## src/rtl/irq_pkg.sv

```systemverilog
package irq_pkg;

    localparam int unsigned SRC_CNT = 5;

    // Entry address for a source index.
    function automatic logic [7:0] src_vector(input logic [7:0] base,
                                              input logic [7:0] step,
                                              input logic [2:0] idx);
        return base + step * {5'd0, idx};
    endfunction

endpackage

```

## src/rtl/irq_flag_reg.sv

```systemverilog
module irq_flag_reg #(
    parameter int unsigned N_SRC = 5
) (
    input  logic             clk,
    input  logic             rst_n,
    input  logic [N_SRC-1:0] req_i,
    input  logic             we_i,
    input  logic [N_SRC-1:0] wdata_i,
    input  logic [N_SRC-1:0] clr_i,
    output logic [N_SRC-1:0] flags_o
);

    logic [N_SRC-1:0] flags_d, flags_q;

    always_comb begin
        flags_d = flags_q;
        if (we_i) flags_d = wdata_i;
        flags_d = (flags_d & ~clr_i) | req_i;  // a request is never lost
    end

    always_ff @(posedge clk) begin
        if (!rst_n) flags_q <= '0;
        else        flags_q <= flags_d;
    end

    assign flags_o = flags_q;

    for (genvar k = 0; k < N_SRC; k++) begin : g_chk
        AST_REQ_SETS_FLAG: assert property (@(posedge clk) disable iff (!rst_n)
            req_i[k] |=> flags_o[k]);
    end

endmodule

```

## src/rtl/irq_prio_enc.sv

```systemverilog
module irq_prio_enc #(
    parameter int unsigned N_SRC = 5,
    localparam int unsigned IDX_W = (N_SRC > 1) ? $clog2(N_SRC) : 1
) (
    input  logic [N_SRC-1:0] pend_i,
    output logic             any_o,
    output logic [IDX_W-1:0] idx_o,
    output logic [N_SRC-1:0] sel_o
);

    always_comb begin
        idx_o = '0;
        sel_o = '0;
        for (int i = N_SRC - 1; i >= 0; i--) begin
            if (pend_i[i]) begin
                idx_o = IDX_W'(i);
                sel_o = N_SRC'(1) << i;
            end
        end
    end

    assign any_o = |pend_i;

endmodule

```

## src/rtl/irq_ctrl.sv

```systemverilog
module irq_ctrl
    import irq_pkg::*;
#(
    parameter int unsigned N_SRC     = SRC_CNT,
    parameter int unsigned DATA_W    = 8,
    parameter int unsigned ENTRY_CYC = 5,
    parameter int unsigned VEC_BASE  = 8'h40,
    parameter int unsigned VEC_STEP  = 8
) (
    input  logic              clk,
    input  logic              rst_n,
    input  logic [N_SRC-1:0]  req_i,
    input  logic              ie_we_i,
    input  logic              if_we_i,
    input  logic [DATA_W-1:0] wdata_i,
    output logic [DATA_W-1:0] ie_o,
    output logic [DATA_W-1:0] if_o,
    input  logic              ei_i,
    input  logic              di_i,
    input  logic              reti_i,
    input  logic              halt_i,
    input  logic              ack_i,
    output logic              irq_o,
    output logic [DATA_W-1:0] vector_o,
    output logic              ime_o,
    output logic              halted_o
);

    localparam int unsigned IDX_W = (N_SRC > 1) ? $clog2(N_SRC) : 1;
    localparam int unsigned CNT_W = $clog2(ENTRY_CYC + 1);

    typedef struct packed {
        logic              ime;
        logic              halted;
        logic [CNT_W-1:0]  ent;
        logic [DATA_W-1:0] ie;
    } state_t;

    state_t st_d, st_q;

    logic [N_SRC-1:0] flags;
    logic [N_SRC-1:0] pend;
    logic [N_SRC-1:0] sel_oh;
    logic [N_SRC-1:0] clr;
    logic [IDX_W-1:0] sel_idx;
    logic             any_pend;
    logic             busy;
    logic             take;

    assign pend = st_q.ie[N_SRC-1:0] & flags;
    assign busy = (st_q.ent != '0);
    assign irq_o = st_q.ime & any_pend & ~busy;
    assign take  = irq_o & ack_i;
    assign clr   = take ? sel_oh : '0;

    irq_prio_enc #(.N_SRC(N_SRC)) u_prio (
        .pend_i (pend),
        .any_o  (any_pend),
        .idx_o  (sel_idx),
        .sel_o  (sel_oh)
    );

    irq_flag_reg #(.N_SRC(N_SRC)) u_flags (
        .clk     (clk),
        .rst_n   (rst_n),
        .req_i   (req_i),
        .we_i    (if_we_i),
        .wdata_i (wdata_i[N_SRC-1:0]),
        .clr_i   (clr),
        .flags_o (flags)
    );

    always_comb begin
        st_d = st_q;
        if (ie_we_i) st_d.ie = wdata_i;
        if (ei_i || reti_i) st_d.ime = 1'b1;
        if (di_i)           st_d.ime = 1'b0;
        if (take)           st_d.ime = 1'b0;
        if (take)           st_d.ent = CNT_W'(ENTRY_CYC);
        else if (busy)      st_d.ent = st_q.ent - 1'b1;
        st_d.halted = (st_q.halted | halt_i) & ~any_pend;
    end

    always_ff @(posedge clk) begin
        if (!rst_n) st_q <= '0;
        else        st_q <= st_d;
    end

    assign ie_o     = st_q.ie;
    assign if_o     = {{(DATA_W - N_SRC){1'b1}}, flags};
    assign ime_o    = st_q.ime;
    assign halted_o = st_q.halted;
    assign vector_o = DATA_W'(VEC_BASE) + DATA_W'(VEC_STEP) * DATA_W'(sel_idx);

    AST_NO_IRQ_WITHOUT_IME: assert property (@(posedge clk) disable iff (!rst_n)
        irq_o |-> ime_o);
    AST_SEL_ONEHOT: assert property (@(posedge clk) disable iff (!rst_n)
        $onehot0(sel_oh) && (any_pend == (sel_oh != '0)));
    AST_ACK_DROPS_IME: assert property (@(posedge clk) disable iff (!rst_n)
        (ack_i && irq_o) |=> (!ime_o && !irq_o));
    AST_ACK_CLEARS_FLAG: assert property (@(posedge clk) disable iff (!rst_n)
        (ack_i && irq_o && ((req_i & sel_oh) == '0)) |=> (($countones(flags) + 1) == $countones($past(flags))));
    AST_WAKE_ON_PEND: assert property (@(posedge clk) disable iff (!rst_n)
        (halted_o && any_pend) |=> !halted_o);
    AST_DI_WINS: assert property (@(posedge clk) disable iff (!rst_n)
        di_i |=> !ime_o);

endmodule

```

## config.mk

```make
export PLATFORM = sky130hd
export DESIGN_NAME = irq_ctrl
export DESIGN_NICKNAME = d
export VERILOG_FILES = /design/src/rtl/irq_pkg.sv /design/src/rtl/irq_flag_reg.sv /design/src/rtl/irq_prio_enc.sv /design/src/rtl/irq_ctrl.sv
export SDC_FILE = /design/constraint.sdc
export NUM_CORES = 1
export LEC_CHECK = 0
export BUFFER_PORTS_ARGS = -buffer_cell sky130_fd_sc_hd__buf_4
export CAP_MARGIN = 5
export CORE_MARGIN = 2
export CORE_UTILIZATION = 40
export CTS_BUF_LIST = sky130_fd_sc_hd__clkbuf_4 sky130_fd_sc_hd__clkbuf_8
export CTS_CLUSTER_SIZE = 12
export DETAILED_ROUTE_END_ITERATION = 10
export PLACE_DENSITY = 0.71
export SLEW_MARGIN = 20
export SYNTH_ARGS = -nofsm -noshare
export SYNTH_HDL_FRONTEND = slang
export SYNTH_SLANG_ARGS = --single-unit
```

## constraint.sdc

```tcl
create_clock -name clk -period 4.13 [get_ports clk]
set_input_delay 0.2065 -clock clk [delete_from_list [all_inputs] [get_ports clk]]
set_output_delay 0.2065 -clock clk [all_outputs]
set_load 0.005 [all_outputs]
```

Yosys cells after proc, flatten, opt, wreduce, memory -nomap -nowiden
Cells that the tools add are included.
Widths: inputs -> output; s select.

word-level totals
  flip-flop bits (word level) = 18
  logic and storage cells = 40

cells by class
  add/sub/neg operators = 2
  muxes and demuxes = 14
  bitwise logic cells = 12
  reduce and logical (&&, ||, !) cells = 6

operators by type and width
  operator             number
  $mux 5               7
  $mux 3               7
  $and 5x5->5          2
  $add 7x6->8 const A  1
  $not 5->5            1
  $or 5x5->5           1
  $reduce_or 5->1      1
  $and 1x1->1          4
  $not 1->1            3
  $reduce_bool 3->1    1
  $reduce_or 3->1      1
  $sub 3x1->3 const B  1
  $reduce_bool 2->1    1
  $reduce_or 2->1      1
  $logic_or 1x1->1     1
  $or 1x1->1           1

Depth between registers and ports, before layout
Gate-level depths: netlist (run 1).

  word-level depth = 10
  gate-level depth with buffers = 7
  depth with buffers taken out = 7

By module
From an unflattened synthesis (run 1), not the netlist that was laid out.

second synthesis, totals
  cells, all modules = 120
  area, all modules = 1058.5 um^2

modules (own cells, without submodules)
  module        times used  cells an instance  area an instance (um^2)  seq. area each (um^2)
  irq_ctrl      1           80                 743.2                    260.2
  irq_flag_reg  1           27                 241.5                    100.1
  irq_prio_enc  1           13                 73.8                     0.0

Worst setup path after synthesis (run 1)
Ideal clock, no wire load.

  kind = reg-to-reg
  from = register st_q[8] (netlist name)
  to = register u_flags.flags_q[2], in the netlist u_flags.flags_o[2]
  setup time = 0.122 ns
  arrival = 1.279 ns
  required time = 4.008 ns
  path slack = 2.729 ns
  stages on the path, launching flop included = 8
  buffers on the path = 1
  cell sequence = dfxtp_1 inv_1 ha_1 ha_1 buf_4 and3_1 nand2_1 o311a_1

between the ends
  word-level cells in the longest chain between the ends = 8

RTL lines
  element                   line                source
  start: declaration        irq_ctrl.sv:39      state_t st_d, st_q;
  start signal: assignment  irq_ctrl.sv:86      else st_q <= st_d;
  $reduce_bool 3->1         irq_ctrl.sv:51      assign busy = (st_q.ent != '0);
  $not 1->1                 irq_ctrl.sv:52      assign irq_o = st_q.ime & any_pend & ~busy;
  $and 1x1->1               irq_ctrl.sv:52
  $and 1x1->1               irq_ctrl.sv:53      assign take = irq_o & ack_i;
  $mux 5                    irq_ctrl.sv:54      assign clr = take ? sel_oh : '0;
  $not 5->5                 irq_flag_reg.sv:18  flags_d = (flags_d & ~clr_i) | req_i;
  $and 5x5->5               irq_flag_reg.sv:18
  $or 5x5->5                irq_flag_reg.sv:18
  end signal: assignment    irq_flag_reg.sv:23  else flags_q <= flags_d;
  end: declaration          irq_flag_reg.sv:13  logic [N_SRC-1:0] flags_d, flags_q;

Every way passes these cells.
A chain may end at the register's enable or synchronous reset.

Worst setup path after layout (run 1)
  from = register st_q[8] (netlist name)
  to = output irq_o

between the ends
  word-level cells in the longest chain between the ends = 3

RTL lines
  element            line            source
  $reduce_bool 3->1  irq_ctrl.sv:51
  $not 1->1          irq_ctrl.sv:52
  $and 1x1->1        irq_ctrl.sv:52
  end: declaration   irq_ctrl.sv:23  output logic irq_o,

Every way passes these cells.

==> out/metrics.yaml, run 1 <==
cells_and_area:
  drive_gt1_share_pct: 34.3
  final_cell_mix: "buf_4, dfxtp_1, nor2b_1"
  fin_nets: 164
  multi_input_area_sq_um: 529
  fillers: 266
  seqCellArea_sq_um: 360
  syn2layout_area_growth_pct: 23.6
  antenna_cells: 0
  final_cell_area_sq_um: 1260
  layout_commonest_cell: "buf_4"
placement:
  dp_hpwl_microns: 1680
  place_congestion: 0.774
  placed_area_sq_um: 1240
  numPortBuffers: 40
floorplanning:
  start_util_pct: 41.7
  die_h_microns: 54.6
  core_area_sq_um: 2450
  io_pins: 49
  die_area_sq_um: 2980
  die_x_microns: 54.6
  std_cell_rows: 18
routing:
  initialDrtViolationCount: 5
  drc_errors: 0
  wirelength_microns: 2080
  vias_per_cell: 4.86
  dr_total_vias: 812
  ant_nets: 0
  routedWlPerCell_microns: 12.4
  firstDrtPassIters: 4
worst_setup_path:
  crit_path_max_fanout: 8
  r2r_cells: 6
  rrSetupSlack_ps: 2520
  crit_arrival_ps: 1490
  r2r_end: "u_flags.flags_o[3]"
  worstSetupPathType: "reg -> out"
  rr_startpoint: "st_q[8]"
  start_kind: "register"
  worstPathRequired_ps: 3920
  endpoint_kind: "output port"
worst_hold_path:
  hp-start: "di_i"
  whs_path_depth: 2
  hold_class: "in -> reg"
  hold_end: "ime_o"
global_routing:
  first_global_vias: 733
  antenna_found_initial: 0
  grt_pass1_wl_microns: 3180
  grt_start_max_net_pins: 19
  overflow: 0
  grt_util_all_layers_pct: 15.2
timing:
  period_needed_ps: 1690
  maxSlewViolCount: 0
  clock_skew_ps: 0.679
  setup_violations: 0
  fin_crit_sh_pct: 41.0
  hold_viol: 0
  max_freq_ghz: 0.591
  grt_setup_unrepaired: "no"
  setup-tns-final_ps: 0
synth:
  yosysSeqAreaShare_pct: 35.2
  synthDistinctLibCells: 30
  synth_area_per_cell_sq_um: 9.48
  ys_ff_latch: 18
  syn_inst: 108
  ys_warn_count: 0
  syn_area_sq_um: 1020
clocking:
  cts_setup_buffers: 0
  h-tree-depth: 1
  insertion_delay_ps: 290
  path_clk_slew_ps: 90
  cts_root_buf: "clkbuf_4"
  cts_resized: 0
  tritoncts: "built"
  cts_sinks: 18
  max-clock-path-buffers: 2
  numCtsBuffers: 3
  cts_hold_buf: 0
power_and_ir_drop:
  powerDensity_nw_per_um2: 346
  peakVddDrop_mv: 0.209
  cellLeakagePower_uw: 0.000598
outcome:
  status: "finished, final reports clean"
run:
  cap_violations: 0
## report_power, final
| part | switching [uW] | leakage (uW) | internal [uW] |
|---|---|---|---|
| clock network | 50.5 | 0.0000138 | 34.0 |
| logic | 66.0 | 0.000435 | 75.8 |
| registers | 16.9 | 0.000150 | 194 |
## worst max path at each step
stage | from | to | slack (ps) | cells past startpoint
after global routing | st_q[8] | irq_o | 2260 | 6
after global placement | st_q[8] | u_flags.flags_o[3] | 2640 | 6
after CTS | st_q[8] | irq_o | 2410 | 6
final | st_q[8] | irq_o | 2440 | 6
after detailed placement | st_q[8] | u_flags.flags_o[3] | 2520 | 6
after floorplan | st_q[8] | u_flags.flags_o[2] | 2730 | 7
## cell usage after synthesis
master / number / area share (%)
dfxtp_1: 18 / 35
buf_4: 17 / 12
nor2b_1: 12 / 7.3
mux2i_1: 9 / 8.8
nand2_1: 6 / 2.2
a21oi_1: 4 / 2.0
inv_1: 4 / 1.5
ha_1: 3 / 3.7
nor2_1: 3 / 1.1
o21a_1: 3 / 2.2
a211o_1: 2 / 1.7
a31oi_1: 2 / 1.2
buf_2: 2 / 0.98
conb_1: 2 / 0.73
mux2_1: 2 / 2.2
nand3_1: 2 / 0.98
nor3_1: 2 / 0.98
o21ai_1: 2 / 0.98
o311a_1: 2 / 2.0
a21boi_0: 1 / 0.73
a22oi_2: 1 / 1.2
a22oi_4: 1 / 2.1
a31oi_4: 1 / 2.1
and2_1: 1 / 0.61
and3_1: 1 / 0.61
clkbuf_1: 1 / 0.37
nor3b_1: 1 / 0.73
nor4b_2: 1 / 1.5
o2111a_1: 1 / 1.1
xnor2_1: 1 / 0.86
## critical path, stage by stage, from the launching register on
cell and delay [ps]:
dfxtp_1 340, inv_1 60, ha_1 170, ha_1 310, nand2_1 80, a21oi_1 120
buf_4 120
## per-stage QoR
stage,utilization (%),worst slack (ps),hold slack (ps),std cells,power (uW)
after floorplan,-,2730,278,114,322
after global placement,50.6,2640,371,164,350
after detailed placement,50.6,2520,376,164,358
after CTS,51.5,2410,54.8,167,443
after global routing,51.5,2260,48.8,167,473
final,51.5,2440,63.7,167,437
## cell type report
class	instances	share of cell area (%)
flip-flops and latches	18	28.5
inverters	4	1.19
well taps	30	2.97
repair buffers	40	23.7
clock buffers	3	1.78
multi-input cells	72	41.8
## logic make-up after synthesis
kind of cell / after synthesis / share of synthesized area, %
flip-flops: 18 / 35.2
buffers and inverters: 24 / 15.3
multiplexers: 11 / 11.0
other: 2 / 0.734
AO/OA/AOI/OAI: 20 / 17.2
adder cells (fa/ha/maj): 3 / 3.67
AND/OR/NAND/NOR: 29 / 16.0
XOR/XNOR: 1 / 0.856
## sequential cells by signal (all words and copies together), names as in the netlist
| signal | cells |
|---|---|
| u_flags.flags_o | 5 |
| ie_o | 8 |
| halted_o | 1 |
| st_q | 3 |
| ime_o | 1 |
## per-layer routing
metal  vias to the layer above  wire [microns]  GRT usage (%)
li1                        404               -              -
met5                         -               0              0
met1                       368             926           19.1
met3                         5             145           3.01
met4                         0              43           8.75
met2                        35             962           24.0
Note: power is estimated with default switching activity, not from simulation.
==> inputs of run 2 (changes only) <==
==> constraint.sdc (replaced) <==
create_clock -name clk -period 1.7 [get_ports clk]
set_input_delay 0.085 -clock clk [delete_from_list [all_inputs] [get_ports clk]]
set_output_delay 0.085 -clock clk [all_outputs]
set_load 0.005 [all_outputs]
==> run 2 against run 1 <==
Against the previous run: clock power grew to 3.1 times the previous value; critical path depth shrank 2; largest cell class unchanged; combinational power grew 150%; largest power group unchanged; count of clock-buffer cells in the layout grew 1; sequential power grew 140%; global-route usage shrank 0.74 points.
==> out/metrics.yaml, run 2 (synthesized netlist as in run 1, its figures left out) <==
clocking:
  path_clk_slew_ps: 110  # +20 ps
  insertion_delay_ps: 290  # about the same
  numCtsBuffers: 3  # unchanged
  cts_root_buf: "clkbuf_4"
  h-tree-depth: 1  # unchanged
  tritoncts: "built"
  cts_setup_buffers: 0  # unchanged
  max-clock-path-buffers: 2  # unchanged
  cts_sinks: 18  # unchanged
worst_setup_path:
  crit_slowest_cell: "dfxtp_1"
  cp_cell_sequence: "a22oi_4 -> and2_1 -> nor2b_1 -> buf_4"
  slowest_delay_ps: 390  # +50 ps
  worst-path-buf-inv: 1  # -1
  rr_startpoint: "st_q[8]"
  r2r_end: "u_flags.flags_o[3]"
  cpLargestDelayFamily: "flip-flops"
  crit_arrival_ps: 1460  # -30 ps
  start_kind: "register"
  endpoint_kind: "output port"
  rrSetupSlack_ps: 160  # -2360 ps
  worstPathRequired_ps: 1620  # -2300 ps
  crit_path_max_fanout: 5  # -3
  r2r_cells: 6  # unchanged
  worstSetupPathType: "reg -> out"
routing:
  initialDrtViolationCount: 9  # +4
  wirelength_microns: 2050  # -1.5%
  drc_errors: 0  # unchanged
  dr_total_vias: 823  # +1.4%
  routedWlPerCell_microns: 12.0  # -3.2%
  dr_wl_met2_microns: 928  # -3.5%
  firstDrtPassIters: 4  # unchanged
  ant_nets: 0  # unchanged
  vias_per_cell: 4.84  # -0.43%
  met3_length_microns: 144  # -0.69%
  top_layer: "met4"
  wl_met1_microns: 950  # +2.6%
timing:
  maxSlewViolCount: 0  # unchanged
  grt_setup_unrepaired: "no"
  setup_violations: 0  # unchanged
  hold_viol: 0  # unchanged
  max_freq_ghz: 0.648
  clock_skew_ps: 10.5  # +9.85 ps
  period_needed_ps: 1540
  setup_ws_ps: 156  # -2280 ps
  fin_crit_sh_pct: 90.8
  setup-tns-final_ps: 0  # unchanged
power_and_ir_drop:
  cellLeakagePower_uw: 0.000612  # +2.4%
  peakVddDrop_mv: 0.452  # +120%
  powerDensity_nw_per_um2: 866  # +150%
cells_and_area:
  drive_gt1_share_pct: 35.0  # +0.69 points
  fillers: 245  # -7.9%
  largest_register_ffs: 8  # unchanged
  antenna_cells: 0  # unchanged
  final_cell_mix: "buf_4, dfxtp_1, nor2b_1"
  seqCellArea_sq_um: 360  # unchanged
  syn2layout_area_growth_pct: 27.1
  multi_input_area_sq_um: 532  # +0.47%
  fin_util_pct: 53.0  # +1.5 points
  stdcell_count: 170  # +1.8%
  layout_commonest_cell: "buf_4"
  fin_nets: 166  # +1.2%
placement:
  numPortBuffers: 40  # unchanged
  placedCellCount: 164  # unchanged
  place_congestion: 0.747  # -3.5%
  pre_cts_ws_ps: 88.9  # -2430 ps
  dp_hpwl_microns: 1630  # -3.0%
floorplanning:
  die_x_microns: 54.6  # unchanged
  io_pins: 49  # unchanged
  std_cell_rows: 18  # unchanged
  die_area_sq_um: 2980  # unchanged
  core_area_sq_um: 2450  # unchanged
  start_util_pct: 41.7  # unchanged
  die_h_microns: 54.6  # unchanged
global_routing:
  first_global_vias: 744  # +1.5%
  overflow: 0  # unchanged
  grt_pass1_wl_microns: 3150  # -1.1%
  grt_util_all_layers_pct: 14.5  # -0.74 points
  grt_start_max_net_pins: 19  # unchanged
  antenna_found_initial: 0  # unchanged
outcome:
  status: "finished, final reports clean"
worst_hold_path:
  hold_class: "in -> reg"
  hp-start: "req_i[2]"
  hold_end: "u_flags.flags_o[2]"
  whs_path_depth: 2  # unchanged
run:
  cap_violations: 0  # unchanged
## run 2: changes by cell type in the layout (fill, tap and decap cells not counted)
cell / delta
dlygate4sd3_1: +2
clkbuf_8: +1
ha_1: -1
ha_2: +1
## run 2: layout make-up
type / instances / area share, %
Multi-Input combinational cell: 72 / 40.9
Sequential cell: 18 / 27.7
Timing Repair Buffer: 42 / 24.6
Tap cell: 30 / 2.88
Clock buffer: 4 / 2.79
Inverter: 4 / 1.15
## run 2: layer usage
metal	vias to the layer above	GRT usage, %
met5	-	0
met3	4	2.73
met4	0	5.00
met2	32	23.8
met1	376	18.7
li1	411	-
## run 2: through the flow
stage          hold WS, ps  power [uW]  instance area (sq um)
6_report              47.0        1130                   1300
5_1_grt               35.5        1220                   1300
4_1_cts               46.3        1140                   1300
3_5_place_dp           253         868                   1240
3_3_place_gp           250         851                   1240
2_1_floorplan          156         781                   1050
## run 2: worst max path at each step
stage	from	endpoint	slack, ps	cells after the start
2_1_floorplan	st_q[8]	u_flags.flags_o[2]	300	7
3_3_place_gp	st_q[8]	u_flags.flags_o[3]	200	6
3_5_place_dp	st_q[8]	u_flags.flags_o[3]	90	6
4_1_cts	st_q[8]	u_flags.flags_o[3]	70	6
5_1_grt	st_q[8]	u_flags.flags_o[3]	30	6
6_report	u_flags.flags_o[0]	vector_o[5]	160	4
## run 2: worst register-to-register path, stage by stage (launching register included)
cell	delay [ps]
dfxtp_1	330
inv_1	60
ha_1	170
ha_2	260
and3_1	240
nand2_1	90
o311a_1	300
## run 2: report_power, final
part	internal (uW)	total (uW)	leakage, uW	switching [uW]
logic	192	351	0.000442	159
registers	472	510	0.000150	38.9
clock network	130	266	0.0000210	135
## run 2: what timing repair did
item / CTS / global route
gates resized for setup: 0 / 1
hold buffers: 2 / 0
endpoints found under the setup margin: 0 / 3
hold endpoints to repair: 2 / 0
